<file path="config.mk">
export PLATFORM = sky130hd
export DESIGN_NAME = lp_idle_ctrl
export DESIGN_NICKNAME = d
export VERILOG_FILES = /design/src/rtl/lp_pkg.sv /design/src/rtl/lp_thr_regs.sv /design/src/rtl/lp_idle_cnt.sv /design/src/rtl/lp_seq.sv /design/src/rtl/lp_gate_dec.sv /design/src/rtl/lp_idle_ctrl.sv
export SDC_FILE = /design/constraint.sdc
export NUM_CORES = 1
export LEC_CHECK = 0
export ABC_AREA = 1
export BUFFER_PORTS_ARGS = -buffer_cell sky130_fd_sc_hd__buf_2
export CAP_MARGIN = 0
export CORE_AREA = 2 2 133 135
export DETAILED_ROUTE_END_ITERATION = 8
export DIE_AREA = 0 0 135 137
export MAX_ROUTING_LAYER = met4
export PLACE_DENSITY = 0.75
export SYNTH_ARGS = -nofsm -noshare
export SYNTH_HDL_FRONTEND = slang
export SYNTH_HIERARCHICAL = 1
export SYNTH_SLANG_ARGS = --single-unit
</file>
<file path="constraint.sdc">
create_clock -name clk_i -period 7.87 [get_ports clk_i]
set_input_delay 0.3935 -clock clk_i [delete_from_list [all_inputs] [get_ports clk_i]]
set_output_delay 0.3935 -clock clk_i [all_outputs]
set_load 0.01 [all_outputs]
</file>
<file path="src/rtl/lp_pkg.sv">
package lp_pkg;
  localparam int NUM_LVL = 5;
  localparam int NUM_CLK = 4;

  typedef enum logic [2:0] {
    LV_ACT  = 3'd0,
    LV_PD   = 3'd1,
    LV_SR   = 3'd2,
    LV_SRG  = 3'd3,
    LV_SRPD = 3'd4,
    LV_STBY = 3'd5
  } lp_lvl_e;

  typedef enum logic [1:0] {
    PH_RUN,
    PH_ENTER,
    PH_UNGATE,
    PH_EXIT
  } lp_ph_e;

  typedef enum logic [2:0] {
    OP_NONE = 3'd0,
    OP_PD   = 3'd1,
    OP_SR   = 3'd2,
    OP_SRPD = 3'd3,
    OP_EXIT = 3'd4
  } lp_op_e;

  localparam logic [1:0] DT_LP4 = 2'd2;

  // memory-side mode a level implies
  function automatic lp_op_e lvl_mode(lp_lvl_e l);
    case (l)
      LV_PD:                    return OP_PD;
      LV_SR, LV_SRG, LV_STBY:   return OP_SR;
      LV_SRPD:                  return OP_SRPD;
      default:                  return OP_NONE;
    endcase
  endfunction
endpackage

</file>
<file path="src/rtl/lp_thr_regs.sv">
module lp_thr_regs
  import lp_pkg::*;
#(
  parameter int THR_W    = 16,
  parameter int SCALE_SH = 10,
  parameter int ADDR_W   = 3,
  localparam int CNT_W   = THR_W + SCALE_SH
) (
  input  logic              clk_i,
  input  logic              rst_ni,
  input  logic              we_i,
  input  logic [ADDR_W-1:0] addr_i,
  input  logic [THR_W-1:0]  wdata_i,
  input  logic              wr_ok_i,
  input  logic              lp4_i,
  input  logic [CNT_W-1:0]  cnt_i,
  output logic [NUM_LVL-1:0] expired_o
);
  for (genvar g = 0; g < NUM_LVL; g++) begin : g_lvl
    localparam bit SCALED   = (g >= 1) && (g <= 3);
    localparam bit LP4_ONLY = (g == 3);

    logic [THR_W-1:0] thr_q;
    logic [CNT_W-1:0] lim;
    logic             hit;

    always_ff @(posedge clk_i or negedge rst_ni) begin
      if (!rst_ni) thr_q <= '0;
      else if (we_i && wr_ok_i && (addr_i == ADDR_W'(g))) thr_q <= wdata_i;
    end

    if (SCALED) begin : g_sc
      assign lim = {thr_q, {SCALE_SH{1'b0}}};
    end else begin : g_pl
      assign lim = {{SCALE_SH{1'b0}}, thr_q};
    end

    assign hit = (thr_q != '0) && (cnt_i >= lim);

    if (LP4_ONLY) begin : g_lp4
      assign expired_o[g] = hit && lp4_i;
    end else begin : g_any
      assign expired_o[g] = hit;
    end
  end
endmodule

</file>
<file path="src/rtl/lp_idle_cnt.sv">
module lp_idle_cnt #(
  parameter int CNT_W = 26
) (
  input  logic             clk_i,
  input  logic             rst_ni,
  input  logic             idle_i,
  input  logic             hold_i,
  input  logic             clr_i,
  output logic [CNT_W-1:0] cnt_o
);
  logic [CNT_W-1:0] cnt_q;

  always_ff @(posedge clk_i or negedge rst_ni) begin
    if (!rst_ni)                cnt_q <= '0;
    else if (clr_i)             cnt_q <= '0;
    else if (idle_i) begin
      if (cnt_q != '1)          cnt_q <= cnt_q + 1'b1;
    end else if (!hold_i)       cnt_q <= '0;
  end

  assign cnt_o = cnt_q;
endmodule

</file>
<file path="src/rtl/lp_seq.sv">
module lp_seq
  import lp_pkg::*;
(
  input  logic               clk_i,
  input  logic               rst_ni,
  input  logic               bus_req_i,
  input  logic [NUM_LVL-1:0] expired_i,
  input  logic               ack_i,
  output lp_lvl_e            lvl_o,
  output lp_ph_e             ph_o,
  output logic               cmd_vld_o,
  output lp_op_e             cmd_op_o,
  output logic               clr_o
);
  lp_lvl_e lvl_q, pend_q, tgt;
  lp_ph_e  ph_q;
  logic    vld_q;
  lp_op_e  op_q;

  // deepest expired level
  always_comb begin
    tgt = LV_ACT;
    for (int k = 1; k <= NUM_LVL; k++) begin
      if (expired_i[k-1]) tgt = lp_lvl_e'(k[2:0]);
    end
  end

  always_ff @(posedge clk_i or negedge rst_ni) begin
    if (!rst_ni) begin
      lvl_q  <= LV_ACT;
      pend_q <= LV_ACT;
      ph_q   <= PH_RUN;
      vld_q  <= 1'b0;
      op_q   <= OP_NONE;
    end else begin
      vld_q <= 1'b0;
      case (ph_q)
        PH_RUN: begin
          if (lvl_q != LV_ACT && bus_req_i) begin
            ph_q <= PH_UNGATE;
          end else if (!bus_req_i && tgt > lvl_q) begin
            if (lvl_mode(tgt) != lvl_mode(lvl_q)) begin
              vld_q  <= 1'b1;
              op_q   <= lvl_mode(tgt);
              pend_q <= tgt;
              ph_q   <= PH_ENTER;
            end else begin
              lvl_q <= tgt;  // gating-only step
            end
          end
        end
        PH_ENTER: begin
          if (ack_i) begin
            lvl_q <= pend_q;
            ph_q  <= PH_RUN;
          end
        end
        PH_UNGATE: begin
          vld_q <= 1'b1;
          op_q  <= OP_EXIT;
          ph_q  <= PH_EXIT;
        end
        default: begin
          if (ack_i) begin
            lvl_q <= LV_ACT;
            ph_q  <= PH_RUN;
          end
        end
      endcase
    end
  end

  assign lvl_o     = lvl_q;
  assign ph_o      = ph_q;
  assign cmd_vld_o = vld_q;
  assign cmd_op_o  = op_q;
  assign clr_o     = (ph_q == PH_EXIT) && ack_i;
endmodule

</file>
<file path="src/rtl/lp_gate_dec.sv">
module lp_gate_dec
  import lp_pkg::*;
(
  input  lp_lvl_e            lvl_i,
  input  lp_ph_e             ph_i,
  output logic [NUM_CLK-1:0] en_o
);
  logic waking;
  assign waking = (ph_i == PH_UNGATE) || (ph_i == PH_EXIT);

  for (genvar g = 0; g < NUM_CLK; g++) begin : g_clk
    // controller clock stops from gated SR on, the rest only in standby
    localparam lp_lvl_e OFF_AT = (g == 0) ? LV_SRG : LV_STBY;
    assign en_o[g] = waking || (lvl_i < OFF_AT);
  end
endmodule

</file>
<file path="src/rtl/lp_idle_ctrl.sv">
module lp_idle_ctrl
  import lp_pkg::*;
#(
  parameter int THR_W    = 16,
  parameter int SCALE_SH = 10
) (
  input  logic             clk_i,
  input  logic             rst_ni,
  input  logic [1:0]       dram_type_i,
  input  logic             bus_req_i,
  output logic             bus_rdy_o,
  input  logic             reg_we_i,
  input  logic [2:0]       reg_addr_i,
  input  logic [THR_W-1:0] reg_wdata_i,
  output logic             cmd_vld_o,
  output logic [2:0]       cmd_op_o,
  input  logic             cmd_ack_i,
  output logic [3:0]       clk_en_o,
  output logic [2:0]       lp_state_o
);
  localparam int CNT_W = THR_W + SCALE_SH;

  logic [1:0]         dtype_q;
  logic               typed_q;
  logic [CNT_W-1:0]   cnt;
  logic [NUM_LVL-1:0] expired;
  lp_lvl_e            lvl;
  lp_ph_e             ph;
  lp_op_e             op;
  logic               clr, active;

  always_ff @(posedge clk_i or negedge rst_ni) begin
    if (!rst_ni) begin
      dtype_q <= '0;
      typed_q <= 1'b0;
    end else if (!typed_q) begin
      dtype_q <= dram_type_i;
      typed_q <= 1'b1;
    end
  end

  assign active = (lvl == LV_ACT) && (ph == PH_RUN);

  lp_thr_regs #(.THR_W(THR_W), .SCALE_SH(SCALE_SH), .ADDR_W(3)) u_regs (
    .clk_i     (clk_i),
    .rst_ni    (rst_ni),
    .we_i      (reg_we_i),
    .addr_i    (reg_addr_i),
    .wdata_i   (reg_wdata_i),
    .wr_ok_i   (active),
    .lp4_i     (dtype_q == DT_LP4),
    .cnt_i     (cnt),
    .expired_o (expired)
  );

  lp_idle_cnt #(.CNT_W(CNT_W)) u_cnt (
    .clk_i  (clk_i),
    .rst_ni (rst_ni),
    .idle_i (!bus_req_i),
    .hold_i (!active),
    .clr_i  (clr),
    .cnt_o  (cnt)
  );

  lp_seq u_seq (
    .clk_i     (clk_i),
    .rst_ni    (rst_ni),
    .bus_req_i (bus_req_i),
    .expired_i (expired),
    .ack_i     (cmd_ack_i),
    .lvl_o     (lvl),
    .ph_o      (ph),
    .cmd_vld_o (cmd_vld_o),
    .cmd_op_o  (op),
    .clr_o     (clr)
  );

  lp_gate_dec u_gate (
    .lvl_i (lvl),
    .ph_i  (ph),
    .en_o  (clk_en_o)
  );

  assign cmd_op_o   = op;
  assign lp_state_o = lvl;
  assign bus_rdy_o  = active;
endmodule

</file>
==> results.json, run 1 <==
{
  "ff2ff_setup_slack_ns": 4.53,
  "h-tree-depth": 4,
  "postSynth.asyncResetShare_pct": 100,
  "clk_latency_ns": 0.42,
  "grt_pass1_wl_um": 34200,
  "grtUsageTotal_pct": 24.6,
  "pre_cts_ws_ns": 4.62,
  "ys_warn_count": 6,
  "crit_path_end_kind": "register",
  "post_cts.repair.setup_buffers": 0,
  "drcViolationCount": 0,
  "power_leakage_nw": 4.93,
  "routed_wl_um": 21200,
  "hold_class": "input pin to register",
  "portBuffers": 37,
  "setup_slack_ns": 4.53,
  "setup_tns_ns": 0,
  "cts_hold_buf": 1,
  "crit_type": "register to register",
  "hp-start": "dram_type_i[0]",
  "setup_violations": 0,
  "fp-row-count": 48,
  "die-width_um": 135,
  "endpoint": "u_seq/lvl_o[0]$_DFFE_PN0P_",
  "clkSinkCount": 121,
  "r2r-start": "u_cnt/cnt_o[24]$_DFFE_PN0P_",
  "netlist_area_um2": 8390,
  "antenna_violating_nets_post_route": 0,
  "globalRouteOverflowTotal": 0,
  "synthToLayoutAreaGrowth_pct": 10.4,
  "routed_via_density": 5.24,
  "fin_nets": 1269,
  "finalMaxSlewViolations": 0,
  "p_per_area_nw_per_um2": 308,
  "seq_area_frac_synth_pct": 36.1,
  "cts_tree": "done",
  "clockBufferDepth": 2,
  "ys_seq_elements": 121,
  "worstPathRequired_ns": 8.18,
  "dp_hpwl_um": 16100,
  "worst_r2r_path_depth": 20,
  "cp_max_fo": 9,
  "relSlewSlack_pct": 36.1,
  "n_antenna_cell": 0,
  "firstDrtPassIters": 5,
  "via_count": 7320,
  "synth_edf_count": 0,
  "yosys.area.top_type": "dfrtp_1",
  "synth_area_per_cell_um2": 7.45,
  "synth_cells": 1127,
  "grt_max_degree": 45,
  "clk_pin_slew_ns": 0.06,
  "numCtsBuffers": 17,
  "worst-slew-pin-transition_ns": 0.957,
  "maxCapViolations": 0,
  "grt_pass1_vias": 6651,
  "drt-initial-drc-count": 701,
  "hold_violations": 0,
  "cts_resized": 0,
  "final-seq-area_um2": 3030,
  "synthTopCellsByCount": "nand2_1, inv_1, dfrtp_1",
  "io_pins": 38,
  "antenna_found_initial": 0,
  "hold_depth": 3,
  "crit_path_start_kind": "register",
  "root_buffer": "clkbuf_16",
  "fin_crit_ns": 3.34,
  "synth_fp_nets": 1238,
  "max_freq_ghz": 0.300,
  "fillers": 1576,
  "placed_cell_area_um2": 8670,
  "ys_types": 39,
  "yosys.area.top_type_share_pct": 36.1,
  "multi_input_area_um2": 4490,
  "synth_most_common_cell": "nand2_1",
  "rr_endpoint": "u_seq/lvl_o[0]$_DFFE_PN0P_",
  "post-route-period-util_pct": 42.4,
  "die-area_um2": 18500,
  "start_util_pct": 49.2,
  "core_area_um2": 17100,
  "ys_top_cells_by_area": "dfrtp_1, nand2_1, ha_1",
  "skew_ns": 0.00730,
  "rsz0062_at_grt": "false",
  "die_h_um": 137,
  "outcome": "finished clean",
  "yosys_most_used_dff": "dfrtp_1",
  "power.total_w": 0.00285,
  "routedWlPerCell_um": 15.2,
  "worstPathArrival_ns": 3.65,
  "startpoint": "u_cnt/cnt_o[24]$_DFFE_PN0P_",
  "final_cell_area_um2": 9260,
  "place_congestion": 0.959,
  "layout-drive-gt1-share_pct": 12.6,
  "peakVddDrop_uv": 261
}
-- how the worst min path moves through the flow --
stage	endpoint	slack, ns
final	dtype_q[0]$_DFFE_PN0N_	0.20
after global routing	dtype_q[0]$_DFFE_PN0N_	0.20
after CTS	dtype_q[0]$_DFFE_PN0N_	0.19
after detailed placement	u_regs/g_lvl[0].thr_q[6]$_DFFE_PN0P_	0.40
after global placement	u_regs/g_lvl[0].thr_q[7]$_DFFE_PN0P_	0.39
after floorplan	dtype_q[0]$_DFFE_PN0N_	0.1
-- cells by family (layout without fill, tap and decap cells) --
| kind of cell | Yosys count | after routing | synth area share, % |
|---|---|---|---|
| other | 1 | 1 | 0.0447 |
| buffers and inverters | 207 | 251 | 10.4 |
| adders and majority gates | 85 | 85 | 12.7 |
| and+or+nand+nor | 554 | 554 | 29.8 |
| xor gates and xnor gates | 7 | 7 | 0.731 |
| AOI/OAI and AO/OA | 152 | 152 | 10.2 |
| DFF | 121 | 121 | 36.1 |
-- worst max-delay path: stages (launching register included) --
cell and delay (ns):
dfrtp_1 0.52, ha_1 0.37, nand4_1 0.11, nor2_1 0.24
nand2_1 0.09, nor2_1 0.09, nor2_1 0.05, a21oi_1 0.36
inv_1 0.15, nand2_1 0.10, nand2_1 0.06, inv_2 0.07
ha_1 0.23, nand3_1 0.08, nand2_1 0.05, inv_1 0.04
nand2_1 0.06, a21oi_1 0.25, nand3_1 0.16, nand2_1 0.09
nand2_1 0.05
-- per-layer routing --
| metal | global-route usage [%] | routed length, um | vias up |
|---|---|---|---|
| li1 | - | - | 3690 |
| met1 | 33.2 | 9790 | 3360 |
| met2 | 37.3 | 9600 | 230 |
| met3 | 4.81 | 1220 | 40 |
| met4 | 8.80 | 552 | 0 |
| met5 | - | 0 | - |
-- flip-flops by register name, indices dropped and copies added, names as in the netlist --
name,cells
dtype_q,2
u_seq/lvl_o,3
u_seq/pend_q,3
u_seq/cmd_op_o,3
u_seq/cmd_vld_o,1
u_seq/ph_o,2
u_cnt/cnt_o,26
typed_q,1
u_regs/g_lvl.thr_q,80
-- final cells by class --
| cell class | count | area share, % |
|---|---|---|
| clock buffers | 17 | 4.59 |
| clock inverters | 15 | 1.68 |
| repair buffers | 40 | 2.30 |
| flip-flops and latches | 121 | 32.7 |
| inverters | 179 | 7.25 |
| multi-input cells | 799 | 48.4 |
| well taps | 225 | 3.04 |
-- power by group --
part | total (W) | internal, W | switching [W]
logic | 0.00105 | 0.000376 | 0.000676
clock network | 0.000771 | 0.000447 | 0.000324
registers | 0.00103 | 0.000822 | 0.000204
total | 0.00285 | 0.00164 | 0.00120
-- cells in the final DEF, fill, tap and decap left out, types with 4 or more instances in the layout --
master / instances
o21ai_1: 6
dfrtp_1: 121
inv_2: 11
buf_2: 36
clkbuf_16: 17
inv_1: 168
nand3_1: 48
nand2_2: 24
ha_1: 85
inv_8: 4
nand2_1: 308
nand3_2: 5
o21a_1: 5
or2_2: 4
nor2_2: 6
xor2_1: 4
nor2_1: 92
nor2_4: 4
o21ai_0: 85
nand4_1: 33
o21bai_1: 6
nor4_1: 16
inv_6: 5
o21ai_2: 16
a21oi_1: 30
-- metrics by stage --
| stage | hold WS (ns) | instances | util (%) |
|---|---|---|---|
| after floorplan | 0.0979 | 1127 | - |
| after CTS | 0.192 | 1396 | 54.3 |
| after detailed placement | 0.399 | 1363 | 50.8 |
| after global placement | 0.393 | 1363 | 50.8 |
| after global routing | 0.195 | 1396 | 54.3 |
| final | 0.203 | 1396 | 54.3 |
Power figures use the tool's default switching activity.
==> inputs of run 2 (changes only) <==
- PLACE_DENSITY: 0.75 -> 0.78
- clock period: 7.87 -> 2.8 ns (I/O delays scaled with it)
==> results.json, run 2 (synthesized netlist as in run 1, its figures left out) <==
{
  "outcome": "finished with violations",
  "violations": "setup timing",
  "maxCapViolations": 0,
  "routed_via_density": 5.47,
  "worst-slew-pin-transition_ns": 0.660,
  "setup_violations": 11,
  "layout_commonest_cell": "nand2_1",
  "met3_usage_pct": 4.44,
  "max_freq_ghz": 0.339,
  "skew_ns": 0.00663,
  "drcViolationCount": 0,
  "numCtsBuffers": 17,
  "routedWlPerCell_um": 16.7,
  "largest-register": "u_regs/g_lvl.thr_q",
  "post-route-period-util_pct": 105,
  "fillers": 1393,
  "p_per_area_nw_per_um2": 880,
  "routed_wl_um": 24700,
  "drt-initial-drc-count": 754,
  "cp_max_fo": 6,
  "die_h_um": 137,
  "peakVddDrop_uv": 500,
  "grt_util_met1_pct": 36.2,
  "h-tree-depth": 4,
  "worst_r2r_path_depth": 19,
  "via_count": 8085,
  "rsz0062_at_grt": "true",
  "layout-drive-gt1-share_pct": 27.0,
  "firstDrtPassIters": 7,
  "synthToLayoutAreaGrowth_pct": 26.5,
  "power_leakage_nw": 5.36,
  "setup_tns_ns": -1.16,
  "die-width_um": 135,
  "n_antenna_cell": 0,
  "globalRouteOverflowTotal": 0,
  "crit_path_start_kind": "register",
  "clk_latency_ns": 0.42,
  "hold_depth": 4,
  "place_congestion": 0.928,
  "fin_crit_ns": 2.95,
  "fp-row-count": 48,
  "power.total_w": 0.00934,
  "relSlewSlack_pct": 55.8,
  "root_buffer": "clkbuf_16",
  "hold_class": "input pin to register",
  "crit_path_end_kind": "register",
  "grt_pass1_wl_um": 37400,
  "clockBufferDepth": 2,
  "layout_common_cells": "nand2_1, inv_1, dfrtp_1, o21ai_0, buf_4",
  "grt_pass1_vias": 7339,
  "clk_pin_slew_ns": 0.06,
  "use_met2_pct": 41.4,
  "setup_slack_ns": -0.151,
  "grtUsageTotal_pct": 26.9,
  "fin_nets": 1351,
  "worstPathRequired_ns": 3.11,
  "core_area_um2": 17100,
  "die-area_um2": 18500,
  "largest_reg_flops": 80,
  "portBuffers": 37,
  "cts_tree": "done",
  "grt_max_degree": 51,
  "dp_hpwl_um": 16900,
  "antenna_violating_nets_post_route": 0,
  "start_util_pct": 49.2,
  "antenna_found_initial": 0,
  "io_pins": 38,
  "crit_type": "register to register",
  "worstPathArrival_ns": 3.26,
  "busiest_layer": "met2",
  "hold_violations": 0,
  "finalMaxSlewViolations": 0,
  "clkSinkCount": 121
}
run 2: worst paths after layout:
check / from / endpoint / slack [ns]
min: cmd_ack_i / u_seq/ph_o[1]$_DFFE_PN0P_ / 0.06
min in group asynchronous: rst_ni / u_cnt/cnt_o[2]$_DFFE_PN0P_ / 0.26
max in group asynchronous: rst_ni / u_cnt/cnt_o[15]$_DFFE_PN0P_ / 1.69
min reg2reg: typed_q$_DFF_PN0_ / dtype_q[1]$_DFFE_PN0N_ / 0.48
max reg2reg: u_cnt/cnt_o[15]$_DFFE_PN0P_ / u_seq/lvl_o[0]$_DFFE_PN0P_ / -0.15
max: u_cnt/cnt_o[15]$_DFFE_PN0P_ / u_seq/lvl_o[0]$_DFFE_PN0P_ / -0.15
run 2: layer usage:
metal  wire, um  share of wire (%)
met2      11600                 47
met3       1670                6.8
met4        715                2.9
met5          0                  0
met1      10700                 43
run 2: critical path, cell delays in order, from the launching register on:
cell	delay, ns
dfrtp_2	0.51
ha_4	0.32
nand2_2	0.06
nor2_2	0.16
and2_4	0.16
nand2_1	0.05
nor2_1	0.11
nor2_1	0.09
a21oi_4	0.20
nor2_4	0.07
nand2_2	0.07
inv_2	0.05
ha_4	0.26
nand2_1	0.07
o21ai_2	0.14
nand2_2	0.10
a21oi_4	0.16
nand3_2	0.11
nand2_1	0.08
nand2_1	0.06
run 2: final cells by class:
| cell class | count | area [um2] | share of cell area, % |
|---|---|---|---|
| multi-input combinational | 800 | 5160 | 48.6 |
| sequential | 121 | 3050 | 28.7 |
| timing repair buffer | 121 | 850 | 8.01 |
| inverter | 179 | 672 | 6.33 |
| clock buffer | 21 | 460 | 4.34 |
| tap | 225 | 282 | 2.65 |
| clock inverter | 11 | 145 | 1.37 |
run 2: per-stage QoR:
| stage | hold slack (ns) | std cells | area (um2) | utilization (%) | setup slack, ns |
|---|---|---|---|---|---|
| 6_report | 0.0636 | 1478 | 10600 | 62.2 | -0.151 |
| 5_1_grt | 0.0810 | 1478 | 10600 | 62.2 | -0.288 |
| 4_1_cts | 0.0378 | 1470 | 10100 | 59.3 | 0.000741 |
| 3_5_place_dp | 0.181 | 1428 | 9180 | 53.8 | -0.184 |
| 3_3_place_gp | 0.175 | 1428 | 9180 | 53.8 | -0.111 |
| 2_1_floorplan | -0.156 | 1127 | 8390 | - | 0.0728 |
run 2: where the power goes:
group	switching [W]	internal [W]
Combinational	0.00255	0.00172
Sequential	0.000480	0.00231
Clock	0.000827	0.00144
run 2: repair_timing:
| action | CTS | global route |
|---|---|---|
| gates resized for setup | 47 | 81 |
| buffers inserted | 6 | 8 |
| endpoints found under the setup margin | 11 | 11 |
| pin swaps | 26 | 50 |
| gates cloned | 1 | 0 |
| hold buffers | 3 | 0 |
| endpoints found under the hold margin | 42 | 0 |
==> inputs of run 3 (changes only) <==
- ABC_AREA: 1 -> default
- CORE_AREA: 2 2 133 135 -> 2 2 129 131
- DIE_AREA: 0 0 135 137 -> 0 0 131 133
==> results.json, run 3 <==
{
  "outcome": "finished with violations",
  "violations": "setup timing",
  "dp_hpwl_um": 17300,
  "routed_via_density": 5.90,
  "place_congestion": 0.969,
  "clk_latency_ns": 0.43,
  "numCtsBuffers": 17,
  "synth_area_per_cell_um2": 9.57,
  "yosys_most_used_dff": "dfrtp_1",
  "fp-row-count": 47,
  "setup_violations": 11,
  "relSlewSlack_pct": 23.0,
  "final_cell_area_um2": 10300,
  "critPathMaxStageDelay_ns": 0.43,
  "die-width_um": 131,
  "synth_edf_count": 0,
  "synth_most_common_cell": "dfrtp_1",
  "slowest_stage": "dfrtp_2",
  "layout_commonest_cell": "buf_4",
  "power_leakage_nw": 5.02,
  "routedWlPerCell_um": 19.7,
  "worst_r2r_path_depth": 16,
  "max_freq_ghz": 0.273,
  "worstPathRequired_ns": 3.11,
  "synth_cells": 820,
  "seq_area_frac_synth_pct": 38.6,
  "largest-register": "u_regs/g_lvl.thr_q",
  "clockBufferDepth": 2,
  "grt_pass1_wl_um": 38000,
  "drcViolationCount": 0,
  "hold_violations": 0,
  "ys_warn_count": 6,
  "io_pins": 38,
  "finalMaxSlewViolations": 0,
  "fin_nets": 1115,
  "grt_pass1_vias": 7440,
  "worst-slew-pin-transition_ns": 1.15,
  "fin_crit_ns": 3.66,
  "die-area_um2": 17400,
  "placed_cell_area_um2": 9370,
  "h-tree-depth": 4,
  "peakVddDrop_uv": 675,
  "synth_fp_nets": 931,
  "yosys.area.top_type_share_pct": 38.6,
  "firstDrtPassIters": 7,
  "hold_class": "input pin to register",
  "setup_slack_ns": -0.858,
  "drt-initial-drc-count": 604,
  "grt_max_degree": 48,
  "synthTopCellsByCount": "dfrtp_1, inv_1, ha_1",
  "skew_ns": 0.0117,
  "via_count": 7287,
  "crit_chain": "buf_6, ha_4, nor2b_4, o211ai_1, a31oi_1, o31ai_1, buf_4, a21oi_4, or2_4, nor2_4, ha_4, a31o_4, a21oi_4, a21boi_2, a211oi_4, mux2_4",
  "final-seq-area_um2": 3040,
  "antenna_violating_nets_post_route": 0,
  "ys_seq_elements": 121,
  "clkSinkCount": 121,
  "die_h_um": 133,
  "ys_types": 73,
  "crit_type": "register to register",
  "fillers": 1240,
  "core_area_um2": 16200,
  "globalRouteOverflowTotal": 0,
  "layout_common_cells": "buf_4, dfrtp_1, inv_1, nand2_1, ha_1",
  "layout-drive-gt1-share_pct": 34.0,
  "largest_reg_flops": 80,
  "n_antenna_cell": 0,
  "crit_path_end_kind": "register",
  "yosys.area.top_type": "dfrtp_1",
  "portBuffers": 37,
  "crit_path_start_kind": "register",
  "post-route-period-util_pct": 131,
  "synthToLayoutAreaGrowth_pct": 31.8,
  "cp_max_fo": 3,
  "hold_ws_ns": 0.0557,
  "maxCapViolations": 0,
  "multi_input_area_um2": 4610,
  "ys_top_cells_by_area": "dfrtp_1, ha_1, inv_1",
  "postSynth.asyncResetShare_pct": 100,
  "grtUsageTotal_pct": 29.7,
  "antenna_found_initial": 0,
  "clk_pin_slew_ns": 0.06,
  "worstPathArrival_ns": 3.96,
  "cts_tree": "done",
  "rsz0062_at_grt": "true",
  "hold_depth": 2,
  "netlist_area_um2": 7850,
  "root_buffer": "clkbuf_16",
  "start_util_pct": 48.5,
  "routed_wl_um": 24300,
  "p_per_area_nw_per_um2": 857
}
-- run 3: changes by cell type in the layout (fill, tap and decap cells not counted), moves of 27 or more --
cell and delta:
mux2_2 +27, nand2_1 -213, nand2_2 -37, nor2_1 -54, buf_4 +73, inv_1 -67
-- run 3: final cells by class --
type | instances | share of cell area [%]
repair buffers | 200 | 14.3
flip-flops and latches | 121 | 29.4
inverters | 94 | 3.41
multi-input cells | 570 | 44.6
well taps | 220 | 2.66
clock buffers | 21 | 4.45
clock inverters | 10 | 1.21
-- run 3: worst max-delay path: cells and delay by family, from the launching register on --
family                   cells  cell delay [ns]
AO/OA/AOI/OAI                8             1.43
adder cells (fa/ha/maj)      2             0.46
buffers and inverters        2             0.35
flip-flops                   1             0.43
multiplexers                 1             0.32
AND/OR/NAND/NOR              3             0.53
-- run 3: path summary, 6_finish.rpt --
kind,start,endpoint,slack (ns)
setup / recovery,u_cnt/cnt_o[11]$_DFFE_PN0P_,u_seq/lvl_o[2]$_DFFE_PN0P_,-0.86
hold / removal,bus_req_i,u_seq/ph_o[1]$_DFFE_PN0P_,0.06
setup reg to reg,u_cnt/cnt_o[11]$_DFFE_PN0P_,u_seq/lvl_o[2]$_DFFE_PN0P_,-0.86
hold reg to reg,dtype_q[0]$_DFFE_PN0N_,dtype_q[0]$_DFFE_PN0N_,0.51
max in group asynchronous,rst_ni,u_cnt/cnt_o[8]$_DFFE_PN0P_,1.84
min in group asynchronous,rst_ni,u_cnt/cnt_o[11]$_DFFE_PN0P_,0.24
-- run 3: kinds of logic (layout without fill, tap and decap cells) --
logic type / count (synthesis) / count (layout) / synth area share [%]
AND/OR/NAND/NOR: 248 / 248 / 17.5
AO/OA/AOI/OAI: 185 / 185 / 15.1
buffers and inverters: 129 / 325 / 7.35
flip-flops: 121 / 121 / 38.6
adder cells (fa/ha/maj): 85 / 85 / 13.6
multiplexers: 46 / 46 / 7.19
XOR/XNOR: 5 / 5 / 0.654
other: 1 / 1 / 0.0478
-- run 3: where the power goes --
group	total, W	switching [W]	internal, W
logic	0.00384	0.00194	0.00190
clock network	0.00222	0.000793	0.00143
registers	0.00281	0.000431	0.00238
-- run 3: repair_timing --
action,4_1_cts,5_1_grt
pin swaps,10,20
endpoints found under the setup margin,11,11
buffers inserted,10,3
endpoints found under the hold margin,38,0
hold buffers,3,0
gates resized for setup,28,16
gates cloned,0,0
-- run 3: per-layer routing --
metal | vias to the layer above | routed length, um | track usage (%)
li1 | 3338 | - | -
met1 | 3545 | 10100 | 36.5
met2 | 306 | 11400 | 45.2
met3 | 98 | 1450 | 6.47
met4 | 0 | 1370 | 16.0
met5 | - | 0 | -
-- run 3: stage by stage --
step | setup TNS (ns) | util [%] | power (W) | std cells | setup slack (ns)
2_1_floorplan | -4.36 | - | 0.00469 | 820 | -0.558
3_3_place_gp | -7.84 | 58.0 | 0.00615 | 1189 | -0.799
3_5_place_dp | -8.44 | 58.0 | 0.00631 | 1189 | -0.842
4_1_cts | -6.22 | 63.2 | 0.00868 | 1233 | -0.630
5_1_grt | -8.74 | 63.9 | 0.00938 | 1236 | -0.905
6_report | -8.26 | 63.9 | 0.00886 | 1236 | -0.858
